### config.mk
export PLATFORM = sky130hd
export DESIGN_NAME = ctlw_core
export DESIGN_NICKNAME = d
export VERILOG_FILES = /design/src/rtl/ctlw_pkg.sv /design/src/rtl/ctlw_decode.sv /design/src/rtl/ctlw_regs.sv /design/src/rtl/ctlw_rdport.sv /design/src/rtl/ctlw_core.sv
export SDC_FILE = /design/constraint.sdc
export NUM_CORES = 1
export LEC_CHECK = 0
export BUFFER_PORTS_ARGS = -buffer_cell sky130_fd_sc_hd__buf_2
export CAP_MARGIN = 20
export CORE_MARGIN = 4
export CORE_UTILIZATION = 45
export DETAILED_ROUTE_END_ITERATION = 10
export HOLD_SLACK_MARGIN = 0.03
export PLACE_DENSITY = 0.84
export SETUP_SLACK_MARGIN = 0.3
export SYNTH_ARGS = -nofsm -noshare
export SYNTH_HDL_FRONTEND = slang
export SYNTH_SLANG_ARGS = --single-unit
### constraint.sdc
create_clock -name clk -period 2.2 [get_ports clk]
set_clock_uncertainty 0.15 [all_clocks]
set_input_delay 0.22 -clock clk [delete_from_list [all_inputs] [get_ports clk]]
set_output_delay 0.22 -clock clk [all_outputs]
set_load 0.05 [all_outputs]
### src/rtl/ctlw_pkg.sv
package ctlw_pkg;
   typedef enum logic [1:0] {
      BUS_IDLE    = 2'd0,
      BUS_WRITE   = 2'd1,
      BUS_READ    = 2'd2,
      BUS_ILLEGAL = 2'd3
   } bus_op_e;

   function automatic bus_op_e classify(input logic ce_n, input logic wr_n, input logic rd_n);
      if (ce_n)
         return BUS_IDLE;
      case ({wr_n, rd_n})
         2'b01:   return BUS_WRITE;
         2'b10:   return BUS_READ;
         default: return BUS_ILLEGAL;
      endcase
   endfunction
endpackage

### src/rtl/ctlw_decode.sv
module ctlw_decode
   import ctlw_pkg::*;
(
   input  logic clk,
   input  logic rst_n,
   input  logic ce_n,
   input  logic wr_n,
   input  logic rd_n,
   input  logic sel,
   input  logic a4,
   input  logic a3,
   output logic wr_go,
   output logic rd_sel
);
   bus_op_e op;
   logic    addr_hit;
   logic    wr_lvl;
   logic    wr_lvl_q;

   assign op       = classify(ce_n, wr_n, rd_n);
   assign addr_hit = sel & a4 & ~a3;
   assign wr_lvl   = (op == BUS_WRITE) && addr_hit;
   assign rd_sel   = (op == BUS_READ) && addr_hit;

   always_ff @(posedge clk or negedge rst_n) begin
      if (!rst_n)
         wr_lvl_q <= 1'b0;
      else
         wr_lvl_q <= wr_lvl;
   end

   assign wr_go = wr_lvl & ~wr_lvl_q;
endmodule

### src/rtl/ctlw_regs.sv
module ctlw_regs #(
   parameter int DATA_W   = 8,
   parameter int BRIGHT_W = 3
) (
   input  logic                clk,
   input  logic                rst_n,
   input  logic                wr_go,
   input  logic [DATA_W-1:0]   wr_data,
   input  logic                test_done,
   input  logic                test_pass,
   output logic [BRIGHT_W-1:0] bright,
   output logic                flash_en,
   output logic                blink_en,
   output logic                clear_pulse,
   output logic                test_start,
   output logic                test_busy,
   output logic [DATA_W-1:0]   word
);
   localparam int FLASH_B = BRIGHT_W;
   localparam int BLINK_B = BRIGHT_W + 1;
   localparam int PASS_B  = BRIGHT_W + 2;
   localparam int BUSY_B  = BRIGHT_W + 3;
   localparam int CLR_B   = BRIGHT_W + 4;

   logic test_ok;
   logic unused_pass_bit;

   // the result bit is owned by the test engine; the host value is dropped
   assign unused_pass_bit = wr_data[PASS_B];

   always_ff @(posedge clk or negedge rst_n) begin
      if (!rst_n) begin
         bright      <= '0;
         flash_en    <= 1'b0;
         blink_en    <= 1'b0;
         clear_pulse <= 1'b0;
         test_start  <= 1'b0;
         test_busy   <= 1'b0;
         test_ok     <= 1'b0;
      end else begin
         clear_pulse <= wr_go & wr_data[CLR_B];
         test_start  <= wr_go & wr_data[BUSY_B];
         if (wr_go) begin
            bright   <= wr_data[BRIGHT_W-1:0];
            flash_en <= wr_data[FLASH_B];
            blink_en <= wr_data[BLINK_B];
         end
         // a new start outranks a completion arriving in the same cycle
         if (wr_go && wr_data[BUSY_B]) begin
            test_busy <= 1'b1;
            test_ok   <= 1'b0;
         end else if (test_busy && test_done) begin
            test_busy <= 1'b0;
            test_ok   <= test_pass;
         end
      end
   end

   assign word = {1'b0, test_busy, test_ok, blink_en, flash_en, bright};
endmodule

### src/rtl/ctlw_rdport.sv
module ctlw_rdport #(
   parameter int DATA_W = 8,
   parameter bit RD_REG = 1'b1
) (
   input  logic              clk,
   input  logic              rst_n,
   input  logic              rd_sel,
   input  logic [DATA_W-1:0] word,
   output logic [DATA_W-1:0] rd_data
);
   if (RD_REG) begin : g_reg
      always_ff @(posedge clk or negedge rst_n) begin
         if (!rst_n)
            rd_data <= '0;
         else
            rd_data <= rd_sel ? word : '0;
      end
   end else begin : g_comb
      logic unused_clk_rst;
      assign unused_clk_rst = clk ^ rst_n;
      assign rd_data = rd_sel ? word : '0;
   end
endmodule

### src/rtl/ctlw_core.sv
module ctlw_core #(
   parameter int DATA_W   = 8,
   parameter int BRIGHT_W = 3,
   parameter bit RD_REG   = 1'b1
) (
   input  logic                clk,
   input  logic                rst_n,
   input  logic                ce_n,
   input  logic                wr_n,
   input  logic                rd_n,
   input  logic                sel,
   input  logic                a4,
   input  logic                a3,
   input  logic [DATA_W-1:0]   wr_data,
   input  logic                test_done,
   input  logic                test_pass,
   output logic [BRIGHT_W-1:0] bright,
   output logic                flash_en,
   output logic                blink_en,
   output logic                clear_pulse,
   output logic                test_start,
   output logic [DATA_W-1:0]   rd_data
);
   if (DATA_W != BRIGHT_W + 5) begin : g_bad_width
      $error("ctlw_core: DATA_W must equal BRIGHT_W + 5");
   end
   if (BRIGHT_W < 1) begin : g_bad_bright
      $error("ctlw_core: BRIGHT_W must be at least 1");
   end

   logic              wr_go;
   logic              rd_sel;
   logic              test_busy;
   logic [DATA_W-1:0] word;

   ctlw_decode u_dec (
      .clk    (clk),
      .rst_n  (rst_n),
      .ce_n   (ce_n),
      .wr_n   (wr_n),
      .rd_n   (rd_n),
      .sel    (sel),
      .a4     (a4),
      .a3     (a3),
      .wr_go  (wr_go),
      .rd_sel (rd_sel)
   );

   ctlw_regs #(.DATA_W(DATA_W), .BRIGHT_W(BRIGHT_W)) u_regs (
      .clk         (clk),
      .rst_n       (rst_n),
      .wr_go       (wr_go),
      .wr_data     (wr_data),
      .test_done   (test_done),
      .test_pass   (test_pass),
      .bright      (bright),
      .flash_en    (flash_en),
      .blink_en    (blink_en),
      .clear_pulse (clear_pulse),
      .test_start  (test_start),
      .test_busy   (test_busy),
      .word        (word)
   );

   ctlw_rdport #(.DATA_W(DATA_W), .RD_REG(RD_REG)) u_rd (
      .clk     (clk),
      .rst_n   (rst_n),
      .rd_sel  (rd_sel),
      .word    (word),
      .rd_data (rd_data)
   );
endmodule

==> out/metrics.csv, run 1 <==
stage;metric;value;unit
synthesis;top post-synthesis cells by area;dfrtp_1 (66%), mux2_2 (8.7%), and2_1 (6.7%), nand4bb_4 (4.2%), nor4b_4 (3.7%);
floorplanning;Die Width;46.0;µm
placement;global placer's final weighted congestion;0.674;
power_and_ir_drop;VDD IR max;0.415;mV
finish;final non-filler cell total;99;
sta;final slew viol count;0;
critical_path;delay-heaviest family, CP;buffers and inverters;
sta;Final Cycle Share;81.3;%
sta;Slew HR;62.1;%
route;Post-DRT Antenna Nets;0;
critical_path;crit path max fanout;9;
critical_path;startpoint types;input port;
run;max_cap viols;0;
route;vias;468;
critical_path;CP arrival;1.81;ns
sta;Setup-failing EPs final;0;
synthesis;Synth Instances;42;
power_and_ir_drop;Cell Pwr Density;713;nW/µm²
global_route;total track usage;13.0;%
floorplanning;Core Region;1330;µm²
finish;fillers;99;
synthesis;Synth cell types;14;
global_route;vias in the first global route;480;
floorplanning;Die H;46.0;µm
clock_tree;CTS H-Tree Depth;1;
sta;Fin Setup TNS;0;ns
finish;Area Growth Syn to Fin;43.0;%
power_and_ir_drop;Power, Total;0.662;mW
synthesis;Mapped Avg Cell Area;15.5;µm²
sta;unrepaired setup endpoints after global routing;false;
critical_path;critical path class;input port to flop;
critical_path;CP max stage delay;0.57;ns
floorplanning;Die ar.;2110;µm²
sta;Period minus WS final;1.79;ns
route;WL final;1210;µm
clock_tree;CTS buffer count;3;
synthesis;cell taking the most area after synthesis;dfrtp_1;
critical_path;WP buf/inv;2;
route;Vias/cell;4.73;
synthesis;top cell type's share of synthesized area;65.5;%
placement;IO buf count;30;
route;starting DRC count in detailed routing;1;
synthesis;synthesized cell area;649;µm²
finish;post-route cell area;928;µm²
finish;fraction of layout cells with a size suffix above 1;51.2;%
finish;post-layout util;69.6;%
floorplanning;io pins;33;
global_route;Congestion Overflow GR;0;
clock_tree;worst-skew pair later-pin latency;0.28;ns
synthesis;register area share after synthesis;65.5;%
status;status;completed;
finish;sequential cell area;425;µm²
clock_tree;CTS root buffer;clkbuf_4;
floorplanning;Starting Density;48.7;%
hold_path;worst hold-check path type;input port to flop;
clock_tree;clock-pin slew on the worst setup and hold paths;0.10;ns
route;DR WL/cell;12.2;µm
synthesis;number of synthesized register bits;17;
placement;Cell Area, Placed;811;µm²
clock_tree;clk sinks;17;
placement;dpl cells;86;
sta;Max Fclk;0.559;GHz
critical_path;CP max-delay cell;dlygate4sd3_1;
synthesis;Net Count, Synth;60;
floorplanning;std cell rows;13;
global_route;antenna violations before repair;0;
sta;Worst-Margin Slew;0.567;ns
sta;final hold violation count;0;
finish;Multi-input gate area;213;µm²
clock_tree;CTS tree;yes;
critical_path;critical path, cell by cell;dlygate4sd3_1, buf_2, nor4b_4, mux2_2;
finish;nets;103;
clock_tree;count of cells resized by post-cts repair;0;
finish;antenna cells;0;
global_route;first-pass GRT wire length;1960;µm
route;First-pass DRT Iterations;2;
synthesis;Syn. warnings;0;
route;DRC violations left;0;
power_and_ir_drop;leakage;0.510;nW
critical_path;Critical Path End Type;flop;
clock_tree;Max clock buf depth;2;
global_route;largest net degree at the start of global routing;18;
critical_path;data required time at the worst endpoint;2.22;ns
## synth_stat cells
cell type / n
dfrtp_1: 17
and2_1: 7
mux2_2: 5
and2_2: 2
nor3b_1: 2
a21oi_1: 1
a22o_1: 1
buf_4: 1
conb_1: 1
inv_1: 1
mux2i_1: 1
nand2_1: 1
nand4bb_4: 1
nor4b_4: 1
## flip-flops by register name, indices dropped and copies added (netlist names)
register,flops
u_regs.test_busy,1
u_dec.wr_lvl_q,1
u_regs.bright,3
u_regs.blink_en,1
u_regs.test_ok,1
u_regs.test_start,1
u_rd.rd_data,7
u_regs.flash_en,1
u_regs.clear_pulse,1
## layout by cell type, fill, tap and decap left out, types with 2 or more instances in the layout
| cell type | synthesis | layout |
|---|---|---|
| and2_2 | 2 | 2 |
| dlygate4sd3_1 | 0 | 9 |
| dfrtp_1 | 17 | 17 |
| clkbuf_4 | 0 | 3 |
| mux2_2 | 5 | 5 |
| and2_1 | 7 | 7 |
| nor3b_1 | 2 | 2 |
| buf_2 | 0 | 30 |
## cell families (layout without fill, tap and decap cells)
| kind of cell | after synthesis | count (layout) | share of synthesized area, % |
|---|---|---|---|
| flops | 17 | 17 | 65.5 |
| other cells | 1 | 1 | 0.577 |
| compound gates | 2 | 2 | 2.12 |
| mux | 6 | 6 | 10.2 |
| buf+inv | 2 | 44 | 1.73 |
| simple gates | 14 | 14 | 19.8 |
## final timing paths
check	startpoint	end	slack, ns	cells after the start
max	wr_n	u_regs.bright[0]	0.41	4
min	rd_n	u_dec.wr_lvl_q	0.07	2
max reg2reg	u_dec.wr_lvl_q	u_regs.bright[0]	0.61	2
min reg2reg	u_regs.test_ok	u_rd.rd_data[5]	0.36	1
max in group asynchronous	rst_n	u_regs.test_start	1.41	2
min in group asynchronous	rst_n	u_rd.rd_data[1]	0.23	2
## worst register-to-register path, cell delays in order (launching register included)
cell and delay, ns:
dfrtp_1 0.41, nor4b_4 0.53, mux2_2 0.39
## timing repair
item,4_1_cts,5_1_grt
buffers inserted,0,0
hold buffers,9,0
setup endpoints to repair,0,0
endpoints found under the hold margin,25,0
## cell type report
type	count	area share (%)
Multi-Input combinational cell	23	22.9
Inverter	1	0.404
Timing Repair Buffer	39	25.9
Clock inverter	1	0.539
Clock buffer	3	2.43
Tap cell	15	2.02
Sequential cell	17	45.8
## report_power, final
group	internal [mW]	switching, mW
sequential	0.334	0.0148
clock	0.0673	0.0905
combinational	0.0526	0.102
total	0.454	0.207
## routing by layer
| metal | vias to the layer above | track usage [%] | routed length (µm) |
|---|---|---|---|
| li1 | 225 | - | - |
| met1 | 220 | 14.6 | 463 |
| met3 | 2 | 1.98 | 94 |
| met4 | 0 | 8.52 | 24 |
| met2 | 21 | 22.3 | 625 |
| met5 | - | 0 | 0 |
## through the flow
step / hold WS, ns / setup slack (ns)
finish: 0.0675 / 0.411
global placement: -0.00184 / 0.421
floorplan: -0.226 / 0.656
CTS: 0.0532 / 0.429
global route: 0.0703 / 0.355
detailed placement: 0.00327 / 0.407
(Power assumes the default switching activity.)
==> inputs of run 2 (changes only) <==
--- a/config.mk
+++ b/config.mk
@@ -5,13 +5,14 @@
 export SDC_FILE = /design/constraint.sdc
 export NUM_CORES = 1
 export LEC_CHECK = 0
+export ABC_AREA = 1
 export BUFFER_PORTS_ARGS = -buffer_cell sky130_fd_sc_hd__buf_2
 export CAP_MARGIN = 20
 export CORE_MARGIN = 4
-export CORE_UTILIZATION = 45
+export CORE_UTILIZATION = 43
 export DETAILED_ROUTE_END_ITERATION = 10
 export HOLD_SLACK_MARGIN = 0.03
-export PLACE_DENSITY = 0.84
+export PLACE_DENSITY = 0.81
 export SETUP_SLACK_MARGIN = 0.3
 export SYNTH_ARGS = -nofsm -noshare
 export SYNTH_HDL_FRONTEND = slang
==> constraint.sdc (replaced) <==
create_clock -name clk -period 1.65 [get_ports clk]
set_clock_uncertainty 0.15 [all_clocks]
set_input_delay 0.165 -clock clk [delete_from_list [all_inputs] [get_ports clk]]
set_output_delay 0.165 -clock clk [all_outputs]
set_load 0.05 [all_outputs]
==> run 2 against run 1 <==
Compared with the run above:
- global-route usage grew 1.1 points
- combinational power grew 54%
- clock power grew 40%
- register-to-register slack lost 0.11 ns
- die area grew 7.1%
- first-iteration DRC count grew to 9.0 times the previous value
==> out/metrics.csv, run 2 <==
stage;metric;value;unit
critical_path;data required time at the worst endpoint;1.70;ns
route;First-pass DRT Iterations;4;
power_and_ir_drop;Cell Pwr Density;856;nW/µm²
synthesis;number of synthesized register bits;17;
synthesis;register area share after synthesis;63.1;%
clock_tree;CTS tree;yes;
critical_path;startpoint types;input port;
run;max_cap viols;0;
synthesis;Net Count, Synth;87;
floorplanning;Starting Density;45.3;%
synthesis;Synth top cells by count;dfrtp_1 (17), nand2_1 (14), inv_1 (12), nor2_1 (8), nand4_1 (6);
route;DR WL/cell;11.8;µm
synthesis;Post-synth top flop;dfrtp_1;
route;DRC violations left;0;
synthesis;top cell type's share of synthesized area;63.1;%
floorplanning;Core Region;1490;µm²
critical_path;reg2reg end;u_regs.test_ok;
status;status;completed;
synthesis;Syn. warnings;0;
critical_path;critical path class;input port to flop;
finish;nets;141;
route;vias;642;
global_route;total track usage;14.1;%
synthesis;EDFF count, synth;0;
finish;Largest register FFs;7;
clock_tree;CTS H-Tree Depth;1;
critical_path;CP arrival;1.34;ns
sta;Final Cycle Share;78.5;%
power_and_ir_drop;VDD IR max;0.457;mV
clock_tree;clk sinks;17;
global_route;first-pass GRT wire length;2190;µm
sta;final slew viol count;0;
floorplanning;io pins;33;
finish;final non-filler cell total;138;
synthesis;cell taking the most area after synthesis;dfrtp_1;
clock_tree;Max clock buf depth;2;
floorplanning;std cell rows;14;
clock_tree;clock-pin slew on the worst setup and hold paths;0.09;ns
placement;IO buf count;30;
placement;post-DP HPWL;954;µm
synthesis;Synth cell types;14;
finish;Top reg by flops;u_rd.rd_data;
global_route;largest net degree at the start of global routing;18;
route;Vias/cell;4.65;
critical_path;RR Startpoint;u_dec.wr_lvl_q;
placement;global placer's final weighted congestion;0.714;
synthesis;synthesized cell area;674;µm²
global_route;Congestion Overflow GR;0;
finish;commonest non-fill, non-tap cell in the layout;buf_2;
critical_path;crit path launch;ce_n;
critical_path;reg-to-reg setup timing slack;0.50;ns
sta;Setup-failing EPs final;0;
route;Post-DRT Antenna Nets;0;
placement;dpl cells;114;
synthesis;ys async rst share;100;%
route;WL final;1630;µm
finish;post-route cell area;1080;µm²
finish;post-layout util;72.6;%
placement;Cell Area, Placed;837;µm²
finish;Area Growth Syn to Fin;60.3;%
finish;Top Registers;u_rd.rd_data (7), u_regs.bright (3);
clock_tree;CTS buffer count;3;
critical_path;crit path max fanout;6;
synthesis;Mapped Avg Cell Area;9.77;µm²
floorplanning;Die Width;47.6;µm
critical_path;Worst Reg-to-Reg Cells;4;
floorplanning;Die ar.;2270;µm²
sta;Period minus WS final;1.30;ns
sta;Max Fclk;0.772;GHz
power_and_ir_drop;leakage;0.643;nW
finish;antenna cells;0;
critical_path;critical path capture point;u_regs.test_ok;
critical_path;Critical Path End Type;flop;
finish;fraction of layout cells with a size suffix above 1;37.7;%
synthesis;most frequent cell after synthesis;dfrtp_1;
floorplanning;Die H;47.6;µm
synthesis;Synth Instances;69;
sta;final hold violation count;0;
hold_path;worst hold-check path type;input port to flop;
sta;unrepaired setup endpoints after global routing;false;
sta;Fin Setup TNS;0;ns
route;starting DRC count in detailed routing;9;
finish;most frequent cells in the layout;buf_2 (30), dfrtp_1 (17), nand2_1 (14);
global_route;vias in the first global route;557;
synthesis;top post-synthesis cells by area;dfrtp_1 (63%), nand2_1 (7.8%), inv_1 (6.7%), nand4_1 (5.6%), nor2_1 (4.5%);
global_route;antenna violations before repair;0;
clock_tree;worst-skew pair later-pin latency;0.29;ns
clock_tree;CTS root buffer;clkbuf_4;
[run 2: cell types whose count changed after synthesis, sizes merged, moves of 2 or more]
| cell | previous run | this run |
|---|---|---|
| and2 | 9 | 0 |
| inv | 1 | 12 |
| mux2 | 5 | 0 |
| nand2 | 1 | 17 |
| nand3 | 0 | 2 |
| nand4 | 0 | 6 |
| nor2 | 0 | 10 |
| nor3b | 2 | 0 |
[run 2: routing by layer]
metal | GRT usage [%] | wire length, µm | part of all wire, %
met4 | 8.06 | 25 | 1.5
met2 | 25.9 | 857 | 53
met3 | 1.13 | 104 | 6.4
met1 | 15.8 | 637 | 39
met5 | 0 | 0 | 0
[run 2: cells by family (layout without fill, tap and decap cells)]
family	count (synthesis)	count (layout)	synth area share (%)
and+or+nand+nor	37	37	27.8
DFF	17	17	63.1
buffers and inverters	13	66	7.79
other	1	1	0.556
AOI/OAI and AO/OA	1	1	0.741
[run 2: repair_timing]
action,CTS,global route
resized for setup,0,8
hold buffers,14,0
buffers inserted,0,6
endpoints found under the setup margin,0,10
hold endpoints to repair,26,0
[run 2: stage by stage]
step	worst slack, ns	hold WS (ns)	power, mW
2_1_floorplan	0.640	-0.281	0.607
3_3_place_gp	0.537	-0.0567	0.665
3_5_place_dp	0.502	-0.0483	0.668
4_1_cts	0.323	0.000339	0.911
5_1_grt	0.298	0.0442	0.961
6_report	0.354	0.0213	0.925
[run 2: power by group]
part,internal (mW),switching [mW],total [mW]
clock,0.0942,0.127,0.221
sequential,0.445,0.0204,0.466
combinational,0.0810,0.158,0.239
total,0.620,0.305,0.925
[run 2: area by class of cell]
class / instances / area [µm²]
Multi-Input combinational cell: 39 / 219
Fill cell: 99 / 408
Timing Repair Buffer: 50 / 345
Sequential cell: 17 / 425
Tap cell: 16 / 20.0
Inverter: 12 / 45.0
Clock buffer: 4 / 26.3
[run 2: worst min-delay path by stage]
stage	slack, ns	endpoint	start	cells after the start
final	0.02	u_dec.wr_lvl_q	wr_n	4
after global routing	0.04	u_dec.wr_lvl_q	wr_n	4
after CTS	0.0003	u_dec.wr_lvl_q	wr_n	4
after detailed placement	-0.05	u_rd.rd_data[0]	rst_n	1
after global placement	-0.06	u_regs.clear_pulse	rst_n	1
after floorplan	-0.28	u_dec.wr_lvl_q	rst_n	0
[run 2: critical path, cell delays in order]
cell           delay, ns
dlygate4sd3_1       0.54
buf_2               0.15
nor2_4              0.17
nand4_1             0.17
nand2_1             0.11
inv_1               0.04
==> inputs of run 3 (changes only) <==
--- a/config.mk
+++ b/config.mk
@@ -9,10 +9,10 @@
 export BUFFER_PORTS_ARGS = -buffer_cell sky130_fd_sc_hd__buf_2
 export CAP_MARGIN = 20
 export CORE_MARGIN = 4
-export CORE_UTILIZATION = 43
+export CORE_UTILIZATION = 39
 export DETAILED_ROUTE_END_ITERATION = 10
 export HOLD_SLACK_MARGIN = 0.03
-export PLACE_DENSITY = 0.81
+export PLACE_DENSITY = 0.77
 export SETUP_SLACK_MARGIN = 0.3
 export SYNTH_ARGS = -nofsm -noshare
 export SYNTH_HDL_FRONTEND = slang
==> constraint.sdc (replaced) <==
create_clock -name clk -period 1.19 [get_ports clk]
set_clock_uncertainty 0.15 [all_clocks]
set_input_delay 0.119 -clock clk [delete_from_list [all_inputs] [get_ports clk]]
set_output_delay 0.119 -clock clk [all_outputs]
set_load 0.05 [all_outputs]
==> run 3 against run 2 <==
Compared with the run above:
- the run now ends with negative hold slack left
- via count grew 0.16%
- setup slack lost 0.32 ns
- highest routed layer unchanged
- non-clock buffer count shrank 6
- critical path depth shrank 5
- power grew 51%
- routed wire length grew 10%
==> out/metrics.csv, run 3 (same netlist as run 2, synthesis figures left out) <==
stage;metric;value;unit
placement;post-DP HPWL;1140;µm
global_route;GRT met2 Usage;27.1;%
critical_path;Critical Path End Type;output pin;
route;First-pass DRT Iterations;6;
status;status;finished with violations;
power_and_ir_drop;VDD IR max;0.616;mV
finish;Top Registers;u_rd.rd_data (7), u_regs.bright (3);
floorplanning;io pins;33;
finish;Largest register FFs;7;
critical_path;delay-heaviest family, CP;flip-flops;
critical_path;startpoint types;flop;
floorplanning;Die ar.;2460;µm²
clock_tree;CTS H-Tree Depth;1;
critical_path;critical path, cell by cell;buf_8;
clock_tree;Post-CTS Hold Buffers;8;
global_route;GR peak layer;met2;
global_route;total track usage;15.0;%
sta;Setup-failing EPs final;0;
sta;unrepaired setup endpoints after global routing;true;
floorplanning;Starting Density;42.8;%
sta;hold slack;-0.123;ns
critical_path;CP arrival;0.89;ns
floorplanning;std cell rows;14;
placement;global placer's final weighted congestion;0.711;
route;Post-DRT Antenna Nets;0;
run;max_cap viols;0;
critical_path;CP max stage delay;0.44;ns
critical_path;crit path max fanout;3;
sta;final hold violation count;2;
critical_path;data required time at the worst endpoint;0.92;ns
finish;final non-filler cell total;132;
finish;commonest non-fill, non-tap cell in the layout;buf_6;
global_route;Congestion Overflow GR;0;
hold_path;worst hold-check path type;input port to flop;
global_route;largest net degree at the start of global routing;18;
route;DR WL/cell;13.6;µm
finish;fraction of layout cells with a size suffix above 1;51.7;%
clock_tree;clk sinks;17;
critical_path;reg-to-reg setup timing slack;0.12;ns
power_and_ir_drop;Power, Total;1.39;mW
sta;final slew viol count;0;
finish;most frequent cells in the layout;buf_6 (18), buf_2 (16), dfrtp_1 (12);
route;DRC violations left;0;
global_route;met3 usage;3.01;%
critical_path;WP buf/inv;1;
critical_path;critical path class;flop to output pin;
sta;Period minus WS final;1.16;ns
clock_tree;CTS root buffer;clkbuf_4;
clock_tree;CTS tree;yes;
global_route;vias in the first global route;678;
finish;Area Growth Syn to Fin;67.2;%
sta;Max Fclk;0.866;GHz
power_and_ir_drop;Cell Pwr Density;1240;nW/µm²
clock_tree;worst-skew pair later-pin latency;0.29;ns
sta;Final Cycle Share;97.1;%
status;failing checks;negative hold slack;
power_and_ir_drop;leakage;0.582;nW
route;WL final;1800;µm
placement;IO buf count;30;
critical_path;CP max-delay cell;dfrtp_2;
clock_tree;CTS buffer count;3;
placement;Setup WS pre-CTS;0.0645;ns
floorplanning;Die Width;49.6;µm
finish;antenna cells;0;
route;vias;643;
finish;Top reg by flops;u_rd.rd_data;
global_route;first-pass GRT wire length;2800;µm
route;starting DRC count in detailed routing;12;
placement;dpl cells;114;
floorplanning;Core Region;1580;µm²
sta;final worst slack;0.0348;ns
global_route;GRT met1 Usage;15.8;%
route;Vias/cell;4.87;
clock_tree;Max clock buf depth;2;
clock_tree;clock-pin slew on the worst setup and hold paths;0.10;ns
floorplanning;Die H;49.6;µm
global_route;antenna violations before repair;0;
finish;post-layout util;71.5;%
finish;nets;135;
==> run 3: per-stage QoR <==
| step | cell area [µm²] | hold slack (ns) | setup TNS [ns] |
|---|---|---|---|
| 6_report | 1130 | -0.123 | 0 |
| 2_1_floorplan | 681 | -0.327 | 0 |
| 5_1_grt | 1130 | -0.129 | -0.00945 |
| 4_1_cts | 1090 | -0.126 | 0 |
| 3_5_place_dp | 843 | -0.0973 | 0 |
| 3_3_place_gp | 843 | -0.103 | 0 |
==> run 3: final timing paths <==
path	end	startpoint	cells after the start
worst min register to register	u_rd.rd_data[5]	u_regs.test_ok	2
worst max register to register	u_regs.blink_en	u_dec.wr_lvl_q	4
min in group asynchronous	u_rd.rd_data[3]	rst_n	2
worst max-delay path	blink_en	u_regs.blink_en	1
worst min-delay path	u_dec.wr_lvl_q	a3	2
max in group asynchronous	u_regs.bright[0]	rst_n	2
==> run 3: power breakdown <==
group	internal, mW	switching, mW	leakage (nW)
clock	0.130	0.180	0.0150
sequential	0.623	0.0351	0.225
combinational	0.184	0.241	0.342
total	0.937	0.455	0.582
==> run 3: final cells by class <==
cell class	instances	area, µm²
clock buffers	4	26.3
fillers	117	449
inverters	12	45.0
well taps	16	20.0
multi-input cells	39	219
flip-flops and latches	17	432
repair buffers	44	385
==> run 3: per-layer routing <==
metal / vias up / part of all wire [%]
li1: 306 / -
met1: 299 / 37
met2: 34 / 55
met3: 4 / 6.2
met4: 0 / 1.5
met5: - / 0
==> run 3: what timing repair did <==
item | 4_1_cts | 5_1_grt
gates resized for setup | 30 | 15
endpoints found under the setup margin | 23 | 27
setup buffers | 6 | 0
pin swaps | 2 | 4
endpoints found under the hold margin | 27 | 7
